**src/rtl/pbyte_pkg.sv**
```systemverilog
package pbyte_pkg;
  localparam int LANE_W = 8;

  typedef enum logic [2:0] {
    CLS_WRAP  = 3'd0,
    CLS_SHALF = 3'd1,
    CLS_UHALF = 3'd2,
    CLS_SSAT  = 3'd3,
    CLS_USAT  = 3'd4
  } op_class_e;
endpackage

```
**src/rtl/pbyte_decode.sv**
```systemverilog
module pbyte_decode
  import pbyte_pkg::*;
(
  input  logic [31:0] insn,
  output logic        hit,
  output op_class_e   cls,
  output logic        is_sub
);
  logic       major_ok;
  logic [5:0] f7_hi;
  logic       unused_fields;

  assign major_ok      = (insn[6:0] == 7'b1111111) && (insn[14:12] == 3'b000);
  assign f7_hi         = insn[31:26];
  assign is_sub        = insn[25];
  assign unused_fields = ^{insn[24:15], insn[11:7]};

  always_comb begin
    hit = major_ok;
    cls = CLS_WRAP;
    case (f7_hi)
      6'b010010: cls = CLS_WRAP;
      6'b000010: cls = CLS_SHALF;
      6'b001010: cls = CLS_UHALF;
      6'b000110: cls = CLS_SSAT;
      6'b001110: cls = CLS_USAT;
      default:   hit = 1'b0;
    endcase
  end
endmodule

```
**src/rtl/pbyte_wrap.sv**
```systemverilog
module pbyte_wrap #(
  parameter int XLEN   = 64,
  parameter int LANE_W = 8
) (
  input  logic [XLEN-1:0] a,
  input  logic [XLEN-1:0] b,
  output logic [XLEN-1:0] sum,
  output logic [XLEN-1:0] diff
);
  localparam int NLANES = XLEN / LANE_W;

  logic [XLEN-1:0] msb_mask;

  // Top bit of every lane set; the bulk adder works on the low bits only,
  // and the lane top bits are patched back with an XOR.
  always_comb begin
    msb_mask = '0;
    for (int i = 0; i < NLANES; i++) msb_mask[i*LANE_W + LANE_W-1] = 1'b1;
  end

  assign sum  = ((a & ~msb_mask) + (b & ~msb_mask)) ^ ((a ^ b) & msb_mask);
  assign diff = ((a | msb_mask) - (b & ~msb_mask)) ^ (~(a ^ b) & msb_mask);
endmodule

```
**src/rtl/pbyte_lane.sv**
```systemverilog
module pbyte_lane
  import pbyte_pkg::*;
#(
  parameter int LW = 8
) (
  input  logic [LW-1:0] a,
  input  logic [LW-1:0] b,
  input  op_class_e     cls,
  input  logic          is_sub,
  output logic [LW-1:0] res,
  output logic          clamp
);
  localparam int EW = LW + 2;

  logic          unsigned_op;
  logic [EW-1:0] ea, eb, wide;
  logic          neg, sovf;

  assign unsigned_op = (cls == CLS_UHALF) || (cls == CLS_USAT);
  assign ea   = unsigned_op ? {2'b00, a} : {{2{a[LW-1]}}, a};
  assign eb   = unsigned_op ? {2'b00, b} : {{2{b[LW-1]}}, b};
  assign wide = is_sub ? (ea - eb) : (ea + eb);
  assign neg  = wide[EW-1];
  assign sovf = !((wide[EW-1:LW-1] == '0) || (wide[EW-1:LW-1] == '1));

  always_comb begin
    res   = wide[LW-1:0];
    clamp = 1'b0;
    case (cls)
      CLS_SHALF, CLS_UHALF: res = wide[LW:1];
      CLS_SSAT: if (sovf) begin
        clamp = 1'b1;
        res   = neg ? {1'b1, {(LW-1){1'b0}}} : {1'b0, {(LW-1){1'b1}}};
      end
      CLS_USAT: if (neg) begin
        clamp = 1'b1;
        res   = '0;
      end else if (wide[LW]) begin
        clamp = 1'b1;
        res   = '1;
      end
      default: res = wide[LW-1:0];
    endcase
  end
endmodule

```
**src/rtl/pbyte_addsub.sv**
```systemverilog
module pbyte_addsub
  import pbyte_pkg::*;
#(
  parameter int XLEN = 64
) (
  input  logic            clk,
  input  logic            rst,
  input  logic [31:0]     insn,
  input  logic [XLEN-1:0] src_a,
  input  logic [XLEN-1:0] src_b,
  input  logic            sat_clr,
  output logic [XLEN-1:0] res_q,
  output logic            valid_q,
  output logic            sat_q
);
  localparam int NLANES = XLEN / LANE_W;

  logic            dec_hit, dec_sub;
  op_class_e       dec_cls;
  logic [XLEN-1:0] wrap_sum, wrap_diff, lane_res, next_res;
  logic [NLANES-1:0] lane_clamp;
  logic            any_clamp;

  pbyte_decode u_dec (
    .insn(insn), .hit(dec_hit), .cls(dec_cls), .is_sub(dec_sub)
  );

  pbyte_wrap #(.XLEN(XLEN), .LANE_W(LANE_W)) u_wrap (
    .a(src_a), .b(src_b), .sum(wrap_sum), .diff(wrap_diff)
  );

  for (genvar g = 0; g < NLANES; g++) begin : g_lane
    pbyte_lane #(.LW(LANE_W)) u_lane (
      .a      (src_a[g*LANE_W +: LANE_W]),
      .b      (src_b[g*LANE_W +: LANE_W]),
      .cls    (dec_cls),
      .is_sub (dec_sub),
      .res    (lane_res[g*LANE_W +: LANE_W]),
      .clamp  (lane_clamp[g])
    );
  end

  assign any_clamp = dec_hit && (|lane_clamp);

  always_comb begin
    if (!dec_hit)               next_res = '0;
    else if (dec_cls == CLS_WRAP) next_res = dec_sub ? wrap_diff : wrap_sum;
    else                        next_res = lane_res;
  end

  always_ff @(posedge clk) begin
    if (rst) begin
      res_q   <= '0;
      valid_q <= 1'b0;
      sat_q   <= 1'b0;
    end else begin
      res_q   <= next_res;
      valid_q <= dec_hit;
      sat_q   <= (sat_q && !sat_clr) || any_clamp;
    end
  end

  // a wrong major opcode is never reported as recognised
  a_r9_bad_major: assert property (@(posedge clk) disable iff (rst)
    (insn[6:0] != 7'b1111111) |=> !valid_q);

  // no result leaks out when the instruction was not recognised
  a_r9_zero_result: assert property (@(posedge clk) disable iff (rst)
    !valid_q |-> (res_q == '0));

  // flag holds while no clear is requested
  a_r8_sticky_hold: assert property (@(posedge clk) disable iff (rst)
    (sat_q && !sat_clr) |=> sat_q);

  // a rising flag needs a lane that clamped
  a_r8_sticky_cause: assert property (@(posedge clk) disable iff (rst)
    $rose(sat_q) |-> $past(any_clamp));

  // clear without a new clamp drops the flag
  a_r8_sticky_clear: assert property (@(posedge clk) disable iff (rst)
    (sat_clr && !any_clamp) |=> !sat_q);

  // clamps only come from saturating classes
  a_r7_clamp_class: assert property (@(posedge clk) disable iff (rst)
    (|lane_clamp) |-> (dec_cls == CLS_SSAT || dec_cls == CLS_USAT));
endmodule

```
**config.mk**
```make
export PLATFORM = sky130hd
export DESIGN_NAME = pbyte_addsub
export DESIGN_NICKNAME = d
export VERILOG_FILES = /design/src/rtl/pbyte_pkg.sv /design/src/rtl/pbyte_decode.sv /design/src/rtl/pbyte_wrap.sv /design/src/rtl/pbyte_lane.sv /design/src/rtl/pbyte_addsub.sv
export SDC_FILE = /design/constraint.sdc
export NUM_CORES = 1
export LEC_CHECK = 0
export CORE_MARGIN = 10
export CORE_UTILIZATION = 35
export CTS_CLUSTER_SIZE = 30
export DETAILED_ROUTE_END_ITERATION = 10
export GPL_TIMING_DRIVEN = 0
export PLACE_DENSITY = 0.56
export SLEW_MARGIN = 20
export SYNTH_ARGS = -nofsm -noshare
export SYNTH_HDL_FRONTEND = slang
export SYNTH_SLANG_ARGS = --single-unit
```
**constraint.sdc**
```tcl
create_clock -name clk -period 10.4 [get_ports clk]
set_clock_uncertainty 0.1 [all_clocks]
set_input_delay 1.56 -clock clk [delete_from_list [all_inputs] [get_ports clk]]
set_output_delay 1.56 -clock clk [all_outputs]
set_load 0.02 [all_outputs]
```
==> results_dict.tcl, run 1 <==
set metrics [dict create \
    postCtsSetupBuffers 0 \
    r2r_end "sat_q" \
    avgSynthCellArea_um2 7.29 \
    rsz0062_at_grt "no" \
    synth_cell_types 82 \
    max_slew_margin_pct 13.7 \
    io_buffers 204 \
    cts_hold_buf 0 \
    hold_violations 0 \
    reg2reg_from "sat_q" \
    ys_ff_latch 66 \
    hpwl_um 45400 \
    wirelength_um 59300 \
    via_per_inst 5.85 \
    root_buffer "clkbuf_16" \
    hp-class "flip-flop to flip-flop" \
    drive_gt1_share_pct 2.92 \
    dp_slack_ps 1030 \
    slowest_delay_ps 930 \
    tns_ps 0 \
    worstSetupStartpointType "input pin" \
    whs_endpoint "sat_q" \
    layoutNonFillerInstCount 2529 \
    mappedNetlistArea_um2 13200 \
    seq_area_frac_synth_pct 10.0 \
    grt-ovfl-total 0 \
    cts_tree "built" \
    place.gp.congestion 0.948 \
    ios 229 \
    vias 14799 \
    place_inst 2512 \
    first_iter_violations 1536 \
    ctsResizeCount 0 \
    arrival_ps 9400 \
    async_flop_share_pct 0 \
    p_per_area_nw_per_um2 99.6 \
    antenna_found_initial 5 \
    grt_first_pass_wirelength_um 86400 \
    cp_slowest_cell "clkbuf_1" \
    hp-start "sat_q" \
    finalWorstSetupSlack_ps 1140 \
    synth_most_common_cell "ha_1" \
    wl_per_cell_um 23.5 \
    max_freq_mhz 108 \
    crit_family "buffers and inverters" \
    finalSetupViolations 0 \
    synth_area_leader_cell "ha_1" \
    cp_cell_sequence "clkdlybuf4s50_1, buf_2, clkbuf_1, clkbuf_1, buf_2, clkbuf_2, clkbuf_2, mux2i_1, ha_1, nor2b_1, o31a_1, o22ai_1, o21ai_0, xnor2_1, nor2_1, a221o_1, o21ai_0, a21oi_1" \
    synthTopCellsByArea "ha_1, dfxtp_1, xnor2_1" \
    nFillCells 3819 \
    synth_top_area_share_pct 17.5 \
    r2r_slack_ps 8540 \
    die_h_um 214 \
    grt_pass1_vias 14128 \
    start_util_pct 35.7 \
    cts_buffers 9 \
    ys_warn_count 0 \
    fp.dieArea_um2 45700 \
    cts.htree.levels 3 \
    fin_crit_ps 9260 \
    synth_common_cells "ha_1, inv_1, nor2_1, o21ai_0, a21oi_1" \
    cellLeakagePower_uw 0.00682 \
    grt_max_degree 12 \
    rows 70 \
    ys.flop_type "dfxtp_1" \
    worstSkewPairLatency_ps 380 \
    clock_path_buffers 2 \
    area_delta_synth_final_pct 22.8 \
    cp_num_buf_inv 7 \
    drv_slew 0 \
    rr_worst_depth 6 \
    utilization_pct 43.8 \
    worstSetupPathType "input pin to flip-flop" \
    end_kind "flip-flop" \
    synth_edf_count 0 \
    first_pass_iters 8 \
    finalCritPeriodShare_pct 89.0 \
    clkTransAtPathRegs_ps 60 \
    peakVddDrop_uv 82.0 \
    grt_usage_pct 25.1 \
    synth_nets 2175 \
    clkSinkCount 66 \
    holdWs_ps 1070 \
    drcViolationCount 0 \
    status "completed" \
    hold_path_depth 4 \
    core_um2 36900 \
    cp_max_fo 10 \
    crit_required_ps 10540 \
    fin_nets 2390 \
    worst_pin_slew_ps 1290 \
    final_antenna_net_count 0 \
    chipWidth_um 214 \
    maxCapViolations 0 \
    netlist_instances 1804 \
]
-- metrics by stage --
step | instance area (µm²) | power [µW]
3_5_place_dp | 15800 | 1240
2_1_floorplan | 13200 | 942
4_1_cts | 16200 | 1590
5_1_grt | 16200 | 1710
3_3_place_gp | 15800 | 1230
6_report | 16200 | 1610
-- worst max path at each step --
stage / from / end / depth (start not counted)
after floorplan: insn[25] / res_q[40] / 17
after global placement: insn[25] / res_q[34] / 18
after detailed placement: insn[25] / res_q[46] / 18
after CTS: insn[25] / res_q[46] / 18
after global routing: insn[25] / res_q[46] / 18
final: insn[25] / res_q[40] / 18
-- worst min-delay path, stage by stage, from the launching register on --
cell and delay [ps]:
dfxtp_1 350, nor3b_1 220, a21oi_1 140, a31oi_1 50
or3_1 350
-- kinds of logic after synthesis --
| kind of cell | after synthesis | synth area share, % |
|---|---|---|
| adder cells (fa/ha/maj) | 208 | 21.2 |
| multiplexers | 28 | 2.16 |
| XOR/XNOR | 156 | 10.8 |
| buffers and inverters | 232 | 6.68 |
| flip-flops | 66 | 10.0 |
| AO/OA/AOI/OAI | 637 | 31.8 |
| AND/OR/NAND/NOR | 477 | 17.3 |
-- registers in the layout, indices dropped and copies added (netlist names) --
signal   count
sat_q        1
res_q       64
valid_q      1
-- where the power goes --
part	internal [µW]	switching (µW)
combinational	390	615
sequential	253	0.00300
clock	210	141
-- final cells by class --
type                            count  area, µm²  share of cell area [%]
Inverter                          160        601                    3.72
Antenna cell                        1       2.50                  0.0155
Clock buffer                       11        233                    1.44
Multi-Input combinational cell   1506      11000                    67.8
Clock inverter                      5       78.8                   0.488
Buffer                             72        285                    1.77
Sequential cell                    66       1320                    8.18
Timing Repair Buffer              204       2040                    12.6
Tap cell                          504        631                    3.90
-- cell usage in the layout, fill, tap and decap left out, drive strengths merged, types with 24 or more instances in the layout --
cell,instances
clkbuf,74
nor2b,29
a221oi,36
fa,24
nand2,115
xor2,32
clkdlybuf4s50,204
xnor2,124
o21a,28
dfxtp,66
a21o,29
a211oi,27
inv,159
mux2i,25
ha,184
o21ai,157
nor2,157
a21oi,151
nor3,55
a31oi,39
-- per-layer routing --
metal  routed length (µm)  global-route usage (%)  up-vias
li1                     -                       -     6971
met1                25800                    33.4     6994
met2                26000                    39.4      737
met3                 5460                    4.23       93
met4                 2000                    9.70        4
met5                   27                       0        -
Power figures use the tool's default switching activity.
==> run 2: changes to the inputs <==
--- a/config.mk
+++ b/config.mk
@@ -11,6 +11,7 @@
 export DETAILED_ROUTE_END_ITERATION = 10
 export GPL_TIMING_DRIVEN = 0
 export PLACE_DENSITY = 0.56
+export SKIP_CTS_REPAIR_TIMING = 1
 export SLEW_MARGIN = 20
 export SYNTH_ARGS = -nofsm -noshare
 export SYNTH_HDL_FRONTEND = slang
==> results of run 2 <==
No change in the layout: final DEF, timing and power equal those of run 1.
